<file path="src/rtl/sertx_pkg.sv">
// Shared types and helpers for the serial transmitter.
// Assumes the mode word bit layout: [1:0] parity, [3:2] stop, [5:4] size.
package sertx_pkg;

    localparam int unsigned CHAR_W = 8;

    typedef enum logic [1:0] {
        PAR_NONE  = 2'd0,
        PAR_ODD   = 2'd1,
        PAR_EVEN  = 2'd2,
        PAR_SPACE = 2'd3
    } par_sel_e;

    typedef struct packed {
        logic [1:0] size;
        logic [1:0] stop;
        par_sel_e   par;
    } mode_t;

    typedef enum logic [2:0] {
        FR_IDLE,
        FR_START,
        FR_DATA,
        FR_PAR,
        FR_STOP
    } fr_state_e;

    // Stop period in oversampling ticks for a given stop code.
    function automatic int unsigned stop_ticks(input logic [1:0] code, input int unsigned ovs);
        int unsigned frac;
        frac = (9 * ovs) / 16;
        case (code)
            2'd0:    return frac;
            2'd1:    return ovs;
            2'd2:    return ovs + frac;
            default: return 2 * ovs;
        endcase
    endfunction

endpackage

</file>
<file path="src/rtl/sertx_fifo.sv">
// Character queue for the transmitter.
// Drops writes while full, flush has priority over push and pop.
module sertx_fifo #(
    parameter int unsigned W     = 8,
    parameter int unsigned DEPTH = 4
) (
    input  logic         clk,
    input  logic         rst_n,
    input  logic         push_i,
    input  logic [W-1:0] din_i,
    input  logic         pop_i,
    input  logic         flush_i,
    output logic [W-1:0] dout_o,
    output logic         full_o,
    output logic         empty_o
);
    localparam int unsigned AW = (DEPTH > 1) ? $clog2(DEPTH) : 1;
    localparam int unsigned CW = $clog2(DEPTH + 1);

    logic [W-1:0]  mem [DEPTH];
    logic [AW-1:0] wr_ptr, rd_ptr;
    logic [CW-1:0] count;
    logic          push_ok, pop_ok;

    assign full_o  = (count == CW'(DEPTH));
    assign empty_o = (count == '0);
    assign push_ok = push_i && !full_o && !flush_i;
    assign pop_ok  = pop_i && !empty_o && !flush_i;
    assign dout_o  = mem[rd_ptr];

    function automatic logic [AW-1:0] nxt(input logic [AW-1:0] p);
        return (p == AW'(DEPTH - 1)) ? '0 : p + 1'b1;
    endfunction

    // Storage write.
    always_ff @(posedge clk) begin
        if (push_ok) mem[wr_ptr] <= din_i;
    end

    // Pointer and occupancy tracking.
    always_ff @(posedge clk) begin
        if (!rst_n || flush_i) begin
            wr_ptr <= '0;
            rd_ptr <= '0;
            count  <= '0;
        end else begin
            if (push_ok) wr_ptr <= nxt(wr_ptr);
            if (pop_ok)  rd_ptr <= nxt(rd_ptr);
            case ({push_ok, pop_ok})
                2'b10:   count <= count + 1'b1;
                2'b01:   count <= count - 1'b1;
                default: count <= count;
            endcase
        end
    end

    assert_drop_when_full_R6: assert property (@(posedge clk) disable iff (!rst_n)
        (full_o && push_i && !pop_i && !flush_i) |=> (full_o && count == $past(count)));

    assert_flush_empties_R10: assert property (@(posedge clk) disable iff (!rst_n)
        flush_i |=> empty_o);

endmodule

</file>
<file path="src/rtl/sertx_framer.sv">
// Frame sequencer: start bit, data LSB first, optional parity, stop period.
// Assumes one character is loaded per frame. Bit time is OVS ticks.
// The format is latched at load.
module sertx_framer
    import sertx_pkg::*;
#(
    parameter int unsigned OVS = 16
) (
    input  logic              clk,
    input  logic              rst_n,
    input  logic              tick_i,
    input  logic [5:0]        mode_i,
    input  logic              hold_i,
    input  logic              abort_i,
    input  logic              avail_i,
    input  logic [CHAR_W-1:0] data_i,
    output logic              pop_o,
    output logic              ser_o,
    output logic              busy_o,
    output logic              done_o
);
    localparam int unsigned CNT_W = $clog2(2 * OVS + 1);

    fr_state_e         state;
    mode_t             cfg, mode_in;
    logic [CNT_W-1:0]  cnt, lim;
    logic [2:0]        bidx;
    logic [CHAR_W-1:0] shreg, mask_in;
    logic              par_bit, ones_in, bit_end, last_data;

    assign mode_in   = mode_t'(mode_i);
    assign mask_in   = 8'hFF >> (2'd3 - mode_in.size);
    assign ones_in   = ^(data_i & mask_in);
    assign lim       = (state == FR_STOP) ? CNT_W'(stop_ticks(cfg.stop, OVS)) : CNT_W'(OVS);
    assign bit_end   = tick_i && (cnt == lim - 1'b1);
    assign last_data = (bidx == 3'd4 + {1'b0, cfg.size});
    assign pop_o     = (state == FR_IDLE) && avail_i && !hold_i && !abort_i;
    assign busy_o    = (state != FR_IDLE);

    // Line level driven by the current frame position.
    always_comb begin
        case (state)
            FR_START: ser_o = 1'b0;
            FR_DATA:  ser_o = shreg[0];
            FR_PAR:   ser_o = par_bit;
            default:  ser_o = 1'b1;
        endcase
    end

    // Frame sequencing and tick counting.
    always_ff @(posedge clk) begin
        if (!rst_n || abort_i) begin
            state   <= FR_IDLE;
            cnt     <= '0;
            bidx    <= '0;
            shreg   <= '0;
            par_bit <= 1'b0;
            cfg     <= '0;
            done_o  <= 1'b0;
        end else begin
            done_o <= 1'b0;
            if (state == FR_IDLE) begin
                if (pop_o) begin
                    cfg   <= mode_in;
                    shreg <= data_i;
                    case (mode_in.par)
                        PAR_ODD:  par_bit <= ~ones_in;
                        PAR_EVEN: par_bit <= ones_in;
                        default:  par_bit <= 1'b0;
                    endcase
                    cnt   <= '0;
                    bidx  <= '0;
                    state <= FR_START;
                end
            end else if (tick_i) begin
                if (!bit_end) begin
                    cnt <= cnt + 1'b1;
                end else begin
                    cnt <= '0;
                    case (state)
                        FR_START: state <= FR_DATA;
                        FR_DATA: begin
                            shreg <= shreg >> 1;
                            bidx  <= bidx + 1'b1;
                            if (last_data)
                                state <= (cfg.par == PAR_NONE) ? FR_STOP : FR_PAR;
                        end
                        FR_PAR:  state <= FR_STOP;
                        default: begin
                            state  <= FR_IDLE;
                            done_o <= !avail_i;
                        end
                    endcase
                end
            end
        end
    end

    assert_done_at_idle_R5: assert property (@(posedge clk) disable iff (!rst_n)
        done_o |-> (state == FR_IDLE && !avail_i));

    assert_hold_blocks_start_R8: assert property (@(posedge clk) disable iff (!rst_n)
        (state == FR_IDLE && hold_i) |=> (state == FR_IDLE));

    assert_format_latched_R11: assert property (@(posedge clk) disable iff (!rst_n)
        (state == FR_DATA || state == FR_PAR || state == FR_STOP) |-> $stable(cfg));

endmodule

</file>
<file path="src/rtl/sertx_line.sv">
// Output stage: break hold, loopback steering and registered line drivers.
// Assumes the commands are single-cycle pulses. Flush ends a break.
module sertx_line (
    input  logic clk,
    input  logic rst_n,
    input  logic ser_i,
    input  logic brk_on_i,
    input  logic brk_off_i,
    input  logic flush_i,
    input  logic loop_en_i,
    output logic brk_o,
    output logic tx_o,
    output logic loop_o
);
    logic brk_q;

    assign brk_o = brk_q;

    // Break state from start/stop commands.
    always_ff @(posedge clk) begin
        if (!rst_n || flush_i) brk_q <= 1'b0;
        else if (brk_on_i)     brk_q <= 1'b1;
        else if (brk_off_i)    brk_q <= 1'b0;
    end

    // Registered line drivers, glitch free.
    always_ff @(posedge clk) begin
        if (!rst_n || flush_i) begin
            tx_o   <= 1'b1;
            loop_o <= 1'b1;
        end else begin
            tx_o   <= brk_q ? 1'b0 : (loop_en_i ? 1'b1 : ser_i);
            loop_o <= loop_en_i ? (brk_q ? 1'b0 : ser_i) : 1'b1;
        end
    end

    assert_break_low_R8: assert property (@(posedge clk) disable iff (!rst_n)
        (brk_on_i && !flush_i) |=> ##1 !tx_o);

    assert_flush_idle_R10: assert property (@(posedge clk) disable iff (!rst_n)
        flush_i |=> ##1 tx_o);

    assert_loop_quiet_R9: assert property (@(posedge clk) disable iff (!rst_n)
        (loop_en_i && !brk_q && !flush_i) |=> tx_o);

endmodule

</file>
<file path="src/rtl/sertx_core.sv">
// Configurable serial character transmitter top level.
// Connects queue, frame sequencer and output stage. The host keeps os_tick
// at OVS pulses per bit time.
module sertx_core
    import sertx_pkg::*;
#(
    parameter int unsigned OVS   = 16,
    parameter int unsigned DEPTH = 4
) (
    input  logic        clk,
    input  logic        rst_n,
    input  logic        os_tick,
    input  logic [5:0]  mode_word,
    input  logic        loop_en,
    input  logic        wr_valid,
    input  logic [7:0]  wr_data,
    input  logic        cmd_brk_start,
    input  logic        cmd_brk_stop,
    input  logic        cmd_tx_reset,
    output logic        tx_line,
    output logic        loop_line,
    output logic        tx_ready,
    output logic        tx_empty,
    output logic        tx_done
);
    logic [CHAR_W-1:0] q_data;
    logic q_full, q_empty, pop, ser, busy, brk;

    sertx_fifo #(.W(CHAR_W), .DEPTH(DEPTH)) u_fifo (
        .clk     (clk),
        .rst_n   (rst_n),
        .push_i  (wr_valid),
        .din_i   (wr_data),
        .pop_i   (pop),
        .flush_i (cmd_tx_reset),
        .dout_o  (q_data),
        .full_o  (q_full),
        .empty_o (q_empty)
    );

    sertx_framer #(.OVS(OVS)) u_framer (
        .clk     (clk),
        .rst_n   (rst_n),
        .tick_i  (os_tick),
        .mode_i  (mode_word),
        .hold_i  (brk),
        .abort_i (cmd_tx_reset),
        .avail_i (!q_empty),
        .data_i  (q_data),
        .pop_o   (pop),
        .ser_o   (ser),
        .busy_o  (busy),
        .done_o  (tx_done)
    );

    sertx_line u_line (
        .clk       (clk),
        .rst_n     (rst_n),
        .ser_i     (ser),
        .brk_on_i  (cmd_brk_start),
        .brk_off_i (cmd_brk_stop),
        .flush_i   (cmd_tx_reset),
        .loop_en_i (loop_en),
        .brk_o     (brk),
        .tx_o      (tx_line),
        .loop_o    (loop_line)
    );

    assign tx_ready = !q_full;
    assign tx_empty = q_empty && !busy;

    assert_empty_means_idle_R7: assert property (@(posedge clk) disable iff (!rst_n)
        tx_empty |-> tx_ready);

endmodule

</file>
<file path="config.mk">
export PLATFORM = sky130hd
export DESIGN_NAME = sertx_core
export DESIGN_NICKNAME = d
export VERILOG_FILES = /design/src/rtl/sertx_pkg.sv /design/src/rtl/sertx_fifo.sv /design/src/rtl/sertx_framer.sv /design/src/rtl/sertx_line.sv /design/src/rtl/sertx_core.sv
export SDC_FILE = /design/constraint.sdc
export NUM_CORES = 1
export LEC_CHECK = 0
export ABC_AREA = 0
export ABC_CLOCK_PERIOD_IN_PS = 3300
export CORE_ASPECT_RATIO = 0.8
export CORE_UTILIZATION = 57
export DETAILED_ROUTE_END_ITERATION = 16
export MAX_ROUTING_LAYER = met4
export PLACE_DENSITY = 0.82
export SETUP_SLACK_MARGIN = 0.02
export SLEW_MARGIN = 20
export SYNTH_ARGS = -nofsm -noshare
export SYNTH_HDL_FRONTEND = slang
export SYNTH_SLANG_ARGS = --single-unit
</file>
<file path="constraint.sdc">
create_clock -name clk -period 3.3 [get_ports clk]
set_input_delay 0.33 -clock clk [delete_from_list [all_inputs] [get_ports clk]]
set_output_delay 0.33 -clock clk [all_outputs]
set_load 0.02 [all_outputs]
</file>
==> run_results.csv, run 1 <==
group,metric,value,unit
detailed_routing,drt_pass1_iterations,4,
power,powerDensity,463.5,nW/um2
yosys,synth_edf_count,32,
yosys,synth_ff_type,"dfxtp_1",
sta,timing.final.crit_share,0.9148,
place,portBuffers,26,
cts,cts_htree_levels,3,
sta,tightestPinTransition,0.6144,ns
yosys,avgSynthCellArea,10.92,um2
job,cap_viol_max_count,0,
detailed_routing,vias,2353,
yosys,synth-seq-area-share,0.5343,
sta,fin_skew,0.009336,ns
cts,insertion_delay,0.35,ns
worst_setup_path,rr_worst_depth,9,
yosys,yosysWarnings,0,
finish,drive_gt1_frac,0.1128,
yosys,syn_nets,337,
cts,post_cts_buffers,0,
floorplanning,io_pins,27,
finish,areaGrowthSynthToFinish,16.70,%
worst_setup_path,path_max_fanout,14,
grt,overflow,0,
sta,layout_min_cycle_time,3.019,ns
grt,grt_antenna_before_repair,0,
finish,fin_util,0.6963,
detailed_routing,drt_iter0_drc,108,
finish,fill_cells,428,
detailed_routing,drc,0,
yosys,synth_top_cell_by_area,"edfxtp_1",
worst_setup_path,cp_slowest_cell,"or4_1",
grt,grt_pass1_vias,2173,
sta,fin_tns_setup,0,ns
min_path,min_to,"u_framer.cfg[0]",
sta,max_freq,331.3,MHz
worst_setup_path,reg2reg_to,"u_fifo.count[2]",
finish,multi_input_area,1416,um2
yosys,synth_top_area_share,0.2915,
yosys,post_synth_num_cell_types,44,
cts,numCtsBuffers,9,
grt,grt_pass1_wl,10350,um
floorplanning,die_w,87.03,um
sta,slew_headroom,0.5872,
yosys,async_flop_share,0,
grt,grt_use_total,0.2386,
grt,grt_start_max_net_pins,26,
sta,hold_viol_final,0,
worst_setup_path,path_cells,"or3_4, or4_1, inv_6, ha_1, inv_1, fa_1, xor2_1, or3_1, a21oi_1",
worst_setup_path,worstPathArrival,3.29,ns
finish,nNetsFinal,367,
worst_setup_path,path_buf_inv,2,
finish,ff_latch_area,1762,um2
place,place.gp.congestion,0.7752,
cts,post_cts_resize_count,0,
cts,path_clk_slew,0.08,ns
floorplanning,rows,24,
worst_setup_path,cp-end-kind,"register",
cts,cts-root-buf,"clkbuf_8",
yosys,syn_inst,302,
worst_setup_path,crit_required,3.57,ns
yosys,synth.cell_area,3297,um2
detailed_routing,routed_wl,6500,um
floorplanning,core,5525,um2
cts,cts_tree,"done",
worst_setup_path,critPathLaunchType,"register",
status,outcome,"completed",
finish,insertedDiodeCount,0,
floorplanning,start_util,0.5967,
cts,cts.path.max_buffers,2,
detailed_routing,ant_nets,0,
detailed_routing,vias_per_cell,5.670,
floorplanning,die_area,6094,um2
worst_setup_path,crit_family,"simple AND/OR/NAND/NOR gates",
yosys,ys_top_cells_by_area,"edfxtp_1 29%, dfxtp_1 24%, mux4_2 5.5%",
sta,setup_violations,0,
worst_setup_path,crit_type,"register to register",
worst_setup_path,rrSetupSlack,0.28,ns
min_path,hold_path_depth,2,
sta,rsz0062_at_grt,"false",
worst_setup_path,rr_startpoint,"u_framer.state[0]",
place,hpwl,4530,um
power,power.leakage,0.001282,uW
min_path,hp-start,"u_framer.cfg[0]",
power,vdd_ir_drop_max,0.0003173,V
cts,hold_buffers,0,
sta,slew_viol_final,0,
yosys,synth-seq-cells,72,
cts,cts_sinks,72,
worst_setup_path,slowest_delay,0.58,ns
floorplanning,die_y,70.03,um
detailed_routing,drt-wirelength-per-cell,15.66,um
min_path,hp-class,"register to register",
==> tightest hold or removal path, stage by stage (launching register included) <==
cell,delay (ns)
dfxtp_1,0.31
nand2_1,0.05
a21oi_1,0.05
==> cell usage in the layout, fill, tap and decap left out, types with 2 or more instances in the layout <==
cell type	n
nand3_1	7
ha_1	12
nand2_1	38
buf_4	8
inv_1	11
a21oi_1	26
edfxtp_1	32
clkdlybuf4s50_1	26
mux4_2	8
mux2i_1	2
clkbuf_8	9
xnor2_1	6
clkinv_4	2
inv_6	4
nor3_1	9
xor2_1	5
a31oi_1	3
nor2_1	23
o21ai_0	10
a211oi_1	2
nand2b_1	7
dfxtp_1	40
nand3b_1	6
or4b_1	4
a311oi_1	8
nor2b_1	3
and2_1	5
nor3b_1	2
==> per-stage QoR <==
step / area [um2] / power, uW / hold WS [ns] / cells / setup slack [ns]
4_1_cts: 3825 / 1791 / 0.4589 / 412 / 0.2052
3_5_place_dp: 3623 / 1093 / 0.4487 / 396 / 0.2182
2_1_floorplan: 3297 / 1039 / 0.3919 / 302 / 0.2897
6_report: 3847 / 1783 / 0.4559 / 415 / 0.2813
3_3_place_gp: 3623 / 1088 / 0.4431 / 396 / 0.3258
5_1_grt: 3847 / 1840 / 0.4885 / 415 / 0.02427
==> cell families after synthesis <==
| logic type | after synthesis | synth area share |
|---|---|---|
| xor gates and xnor gates | 12 | 0.03605 |
| and+or+nand+nor | 112 | 0.1723 |
| adders and majority gates | 13 | 0.05161 |
| AOI/OAI and AO/OA | 56 | 0.1089 |
| buffers and inverters | 27 | 0.03605 |
| DFF | 72 | 0.5343 |
| muxes | 10 | 0.06072 |
==> state kept, by name (all words and copies together), names as in the netlist, named ones only <==
name,count
u_fifo.mem,32
u_framer.shreg,8
u_framer.cfg,6
u_framer.cnt,6
u_fifo.count,3
u_framer.bidx,3
u_framer.state,3
u_fifo.rd_ptr,2
u_fifo.wr_ptr,2
u_framer.done_o,1
u_framer.par_bit,1
u_line.brk_o,1
u_line.loop_o,1
u_line.tx_o,1
==> routing by layer <==
layer  GRT usage  up-vias  routed length [um]
li1            -     1141                   -
met1      0.2991     1137                2954
met2      0.3683       60                3053
met3     0.07801       15                 361
met4     0.07407        0                 130
met5           -        -                   0
==> worst max path at each step <==
stage	depth (start not counted)	startpoint	slack (ns)	endpoint
3_3_place_gp	9	u_framer.state[0]	0.33	u_fifo.count[2]
3_5_place_dp	9	u_framer.state[0]	0.22	u_fifo.count[2]
5_1_grt	10	u_framer.state[1]	0.02	u_framer.shreg[5]
4_1_cts	9	u_framer.state[0]	0.21	u_fifo.count[2]
2_1_floorplan	11	u_framer.state[0]	0.29	u_fifo.count[2]
6_report	9	u_framer.state[0]	0.28	u_fifo.count[2]
==> synthesized netlist by cell type (2+ instances only) <==
cell,instances
a31oi_1,3
dfxtp_1,40
nand2_1,38
xor2_1,5
mux4_2,8
a21oi_1,26
or4b_1,4
clkbuf_1,10
a211oi_1,2
xnor2_1,6
inv_1,11
edfxtp_1,32
and2_1,5
nand3b_1,6
buf_2,4
nor2_1,23
mux2i_1,2
nor3_1,9
nand3_1,7
nor3b_1,2
nand2b_1,7
nor2b_1,3
o21ai_0,10
a311oi_1,8
ha_1,12
==> final cells by class <==
| cell class | count | share of cell area |
|---|---|---|
| Multi-Input combinational cell | 203 | 0.3681 |
| Clock inverter | 7 | 0.02016 |
| Clock buffer | 9 | 0.03220 |
| Timing Repair Buffer | 34 | 0.08325 |
| Inverter | 12 | 0.01301 |
| Sequential cell | 72 | 0.4579 |
| Tap cell | 78 | 0.02537 |
==> where the power goes <==
group          leakage [uW]  internal [uW]  switching [uW]  total, uW
Combinational      0.000566           60.5            65.7        126
Clock              0.000102            357             352        709
Sequential         0.000614            942            6.78        948
Note: power is estimated with default switching activity, not from simulation.
==> run 2: changes to the inputs <==
--- a/config.mk
+++ b/config.mk
@@ -13,7 +13,7 @@
 export MAX_ROUTING_LAYER = met4
 export PLACE_DENSITY = 0.82
 export SETUP_SLACK_MARGIN = 0.02
-export SLEW_MARGIN = 20
+export SLEW_MARGIN = 10
 export SYNTH_ARGS = -nofsm -noshare
 export SYNTH_HDL_FRONTEND = slang
 export SYNTH_SLANG_ARGS = --single-unit
==> results of run 2 <==
The final DEF is identical to that of run 1; final timing and power are the same.
==> run 3: changes to the inputs <==
--- a/config.mk
+++ b/config.mk
@@ -8,12 +8,13 @@
 export ABC_AREA = 0
 export ABC_CLOCK_PERIOD_IN_PS = 3300
 export CORE_ASPECT_RATIO = 0.8
-export CORE_UTILIZATION = 57
+export CORE_UTILIZATION = 58
 export DETAILED_ROUTE_END_ITERATION = 16
 export MAX_ROUTING_LAYER = met4
-export PLACE_DENSITY = 0.82
+export PLACE_DENSITY = 0.83
 export SETUP_SLACK_MARGIN = 0.02
 export SLEW_MARGIN = 10
 export SYNTH_ARGS = -nofsm -noshare
 export SYNTH_HDL_FRONTEND = slang
+export SYNTH_HIERARCHICAL = 1
 export SYNTH_SLANG_ARGS = --single-unit
==> run_results.csv, run 3 <==
group,metric,value,unit
status,outcome,"completed",
power,netSwitchingPower,400.3,uW
power,vdd_ir_drop_max,0.0003254,V
cts,cts-root-buf,"clkbuf_8",
grt,grt_pass1_wl,11270,um
floorplanning,core,5585,um2
worst_setup_path,critPathLaunchType,"register",
sta,layout_min_cycle_time,3.013,ns
grt,gr-usage-met1,0.3015,
power,powerDensity,422.2,nW/um2
sta,fin_tns_setup,0,ns
sta,fin_skew,0.009622,ns
worst_setup_path,startpoint,"u_fifo/count[0]",
yosys,synth_edf_count,32,
finish,largest_reg_flops,32,
detailed_routing,ant_nets,0,
floorplanning,die_w,88.27,um
yosys,syn_inst,325,
finish,layout_common_cells,"62 x nand2_1, 40 x dfxtp_1, 32 x edfxtp_1, 26 x clkdlybuf4s50_1",
worst_setup_path,slowest_delay,0.40,ns
power,seqPwrFrac,0.563,
worst_setup_path,path_buf_inv,4,
power,power.share.switching,0.2392,
grt,grt_pass1_vias,2498,
yosys,synth.cell_area,3453,um2
place,place_area,3781,um2
yosys,yosysMostFrequentCell,"nand2_1",
finish,finalNonFillerCells,435,
cts,cts_tree,"done",
cts,numCtsBuffers,9,
finish,postLayoutCellArea,3964,um2
worst_setup_path,rr_startpoint,"u_fifo/count[0]",
sta,max_freq,331.9,MHz
worst_setup_path,cpMostUsedCell,"inv_1",
worst_setup_path,path_cells,"or3_1, inv_1, inv_1, nor3b_2, nand2_2, clkinv_1, nor2b_1, and2_1, ha_1, inv_1, fa_1, xor2_1, or3_1, a21oi_1",
power,power.leakage,0.001456,uW
yosys,avgSynthCellArea,10.63,um2
min_path,hp-class,"register to register",
finish,insertedDiodeCount,0,
place,place.gp.congestion,0.8862,
job,cap_viol_max_count,0,
yosys,yosysWarnings,6,
yosys,synth_top_cell_by_area,"edfxtp_1",
worst_setup_path,crit_required,3.58,ns
grt,use_met2,0.3957,
cts,hold_buffers,0,
detailed_routing,drt-wirelength-per-cell,15.53,um
worst_setup_path,crit_type,"register to register",
detailed_routing,vias,2482,
grt,grt_use_total,0.2497,
place,placed_cells,419,
finish,mostFrequentLayoutCell,"nand2_1",
cts,post_cts_buffers,0,
worst_setup_path,path_max_fanout,8,
sta,slew_headroom,0.5677,
min_path,hp-start,"u_framer/shreg[3]",
detailed_routing,routed_wl,6757,um
finish,reg.largest.list,"u_fifo/mem (32), u_framer/shreg (8)",
place,hpwl,4817,um
detailed_routing,drt_iter0_drc,202,
cts,cts.path.max_buffers,2,
grt,grt_start_max_net_pins,27,
power,p_int,1273,uW
grt,gr-usage-met3,0.06301,
floorplanning,start_util,0.6183,
finish,fin_util,0.7097,
detailed_routing,vias_per_cell,5.706,
finish,top_register,"u_fifo/mem",
sta,hold_viol_final,0,
worst_setup_path,cp_slowest_cell,"dfxtp_1",
cts,cts_htree_levels,3,
floorplanning,die_y,71.02,um
cts,path_clk_slew,0.08,ns
sta,rsz0062_at_grt,"false",
detailed_routing,drt_pass1_iterations,4,
detailed_routing,drc,0,
yosys,synth_top_area_share,0.2783,
power,finalPower,1673,uW
place,portBuffers,26,
yosys,synth-seq-area-share,0.5101,
yosys,syn_nets,360,
sta,setup_violations,0,
worst_setup_path,crit_family,"simple AND/OR/NAND/NOR gates",
power,power.combinational.fraction,0.068,
power,power_frac_clock,0.368,
yosys,synth_ff_type,"dfxtp_1",
yosys,ys_top_cells_by_area,"edfxtp_1 28%, dfxtp_1 23%, nand2_1 6.7%",
grt,overflow,0,
floorplanning,die_area,6268,um2
sta,timing.final.crit_share,0.9130,
yosys,synth_common_cells,"62 x nand2_1, 40 x dfxtp_1, 32 x edfxtp_1",
yosys,async_flop_share,0,
sta,tightestPinTransition,0.6304,ns
finish,drive_gt1_frac,0.1092,
floorplanning,io_pins,27,
grt,grt_busiest_layer,"met2",
finish,areaGrowthSynthToFinish,14.78,%
yosys,synth-seq-cells,72,
cts,cts_sinks,72,
worst_setup_path,cp-end-kind,"register",
yosys,post_synth_num_cell_types,59,
worst_setup_path,worstPathArrival,3.29,ns
floorplanning,rows,24,
grt,grt_antenna_before_repair,0,
cts,insertion_delay,0.34,ns
finish,nNetsFinal,387,
sta,slew_viol_final,0,
## run 3: changes by cell type after synthesis, moves of 5 or more
cell / change
nand2_1: +24
nor2_1: -11
nor3_1: -7
and3_1: +6
nand3b_1: -6
mux2i_1: +11
nor2b_1: +5
a21oi_1: -13
a311oi_1: -8
## run 3: through the flow
stage | hold slack (ns) | worst slack [ns]
finish | 0.4656 | 0.2872
global route | 0.4806 | 0.02580
CTS | 0.4679 | 0.1078
detailed placement | 0.4543 | 0.06621
global placement | 0.4442 | 0.2296
floorplan | 0.4018 | 0.2850
## run 3: final timing paths
path | endpoint | slack (ns) | cells after the start
worst max-delay path | u_fifo/count[2] | 0.29 | 14
worst min register to register | u_framer/shreg[3] | 0.47 | 2
worst min-delay path | u_framer/shreg[3] | 0.47 | 2
worst max register to register | u_fifo/count[2] | 0.29 | 14
## run 3: cell families (layout without fill, tap and decap cells)
family | after synthesis | after routing | share of synthesized area
and+or+nand+nor | 135 | 135 | 0.2015
muxes | 21 | 21 | 0.08985
DFF | 72 | 72 | 0.5101
adders and majority gates | 13 | 13 | 0.04927
xor gates and xnor gates | 12 | 12 | 0.03442
AOI/OAI and AO/OA | 43 | 43 | 0.08008
buffers and inverters | 29 | 61 | 0.03478
## run 3: per-layer routing
layer  vias up  share of wire
li1       1209              -
met1      1180           0.42
met2        82           0.49
met3        11          0.074
met4         0          0.017
met5         -              0
## run 3: power groups by stage
stage                     logic [uW]  registers, uW  clock network, uW
final                            114            943                616
after global routing             123            944                666
after floorplan                 62.1            962                  0
after detailed placement         113            963                  0
after CTS                        114            943                634
after global placement           111            963                  0
## run 3: worst min-delay path, cell delays in order (launching register included)
cell and delay, ns:
dfxtp_1 0.32, nand2_1 0.05, mux2i_1 0.05
## run 3: area by class of cell
type | instances | area [um2]
Multi-Input combinational cell | 224 | 1577
Sequential cell | 72 | 1762
Inverter | 14 | 52.55
Clock inverter | 7 | 53.80
Clock buffer | 9 | 123.9
Tap cell | 78 | 97.59
Timing Repair Buffer | 31 | 297.8
Fill cell | 435 | 1622
## run 3: what timing repair did
item / CTS / global route
hold endpoints to repair: 0 / 0
setup endpoints to repair: 0 / 1
gates resized for setup: 0 / 1
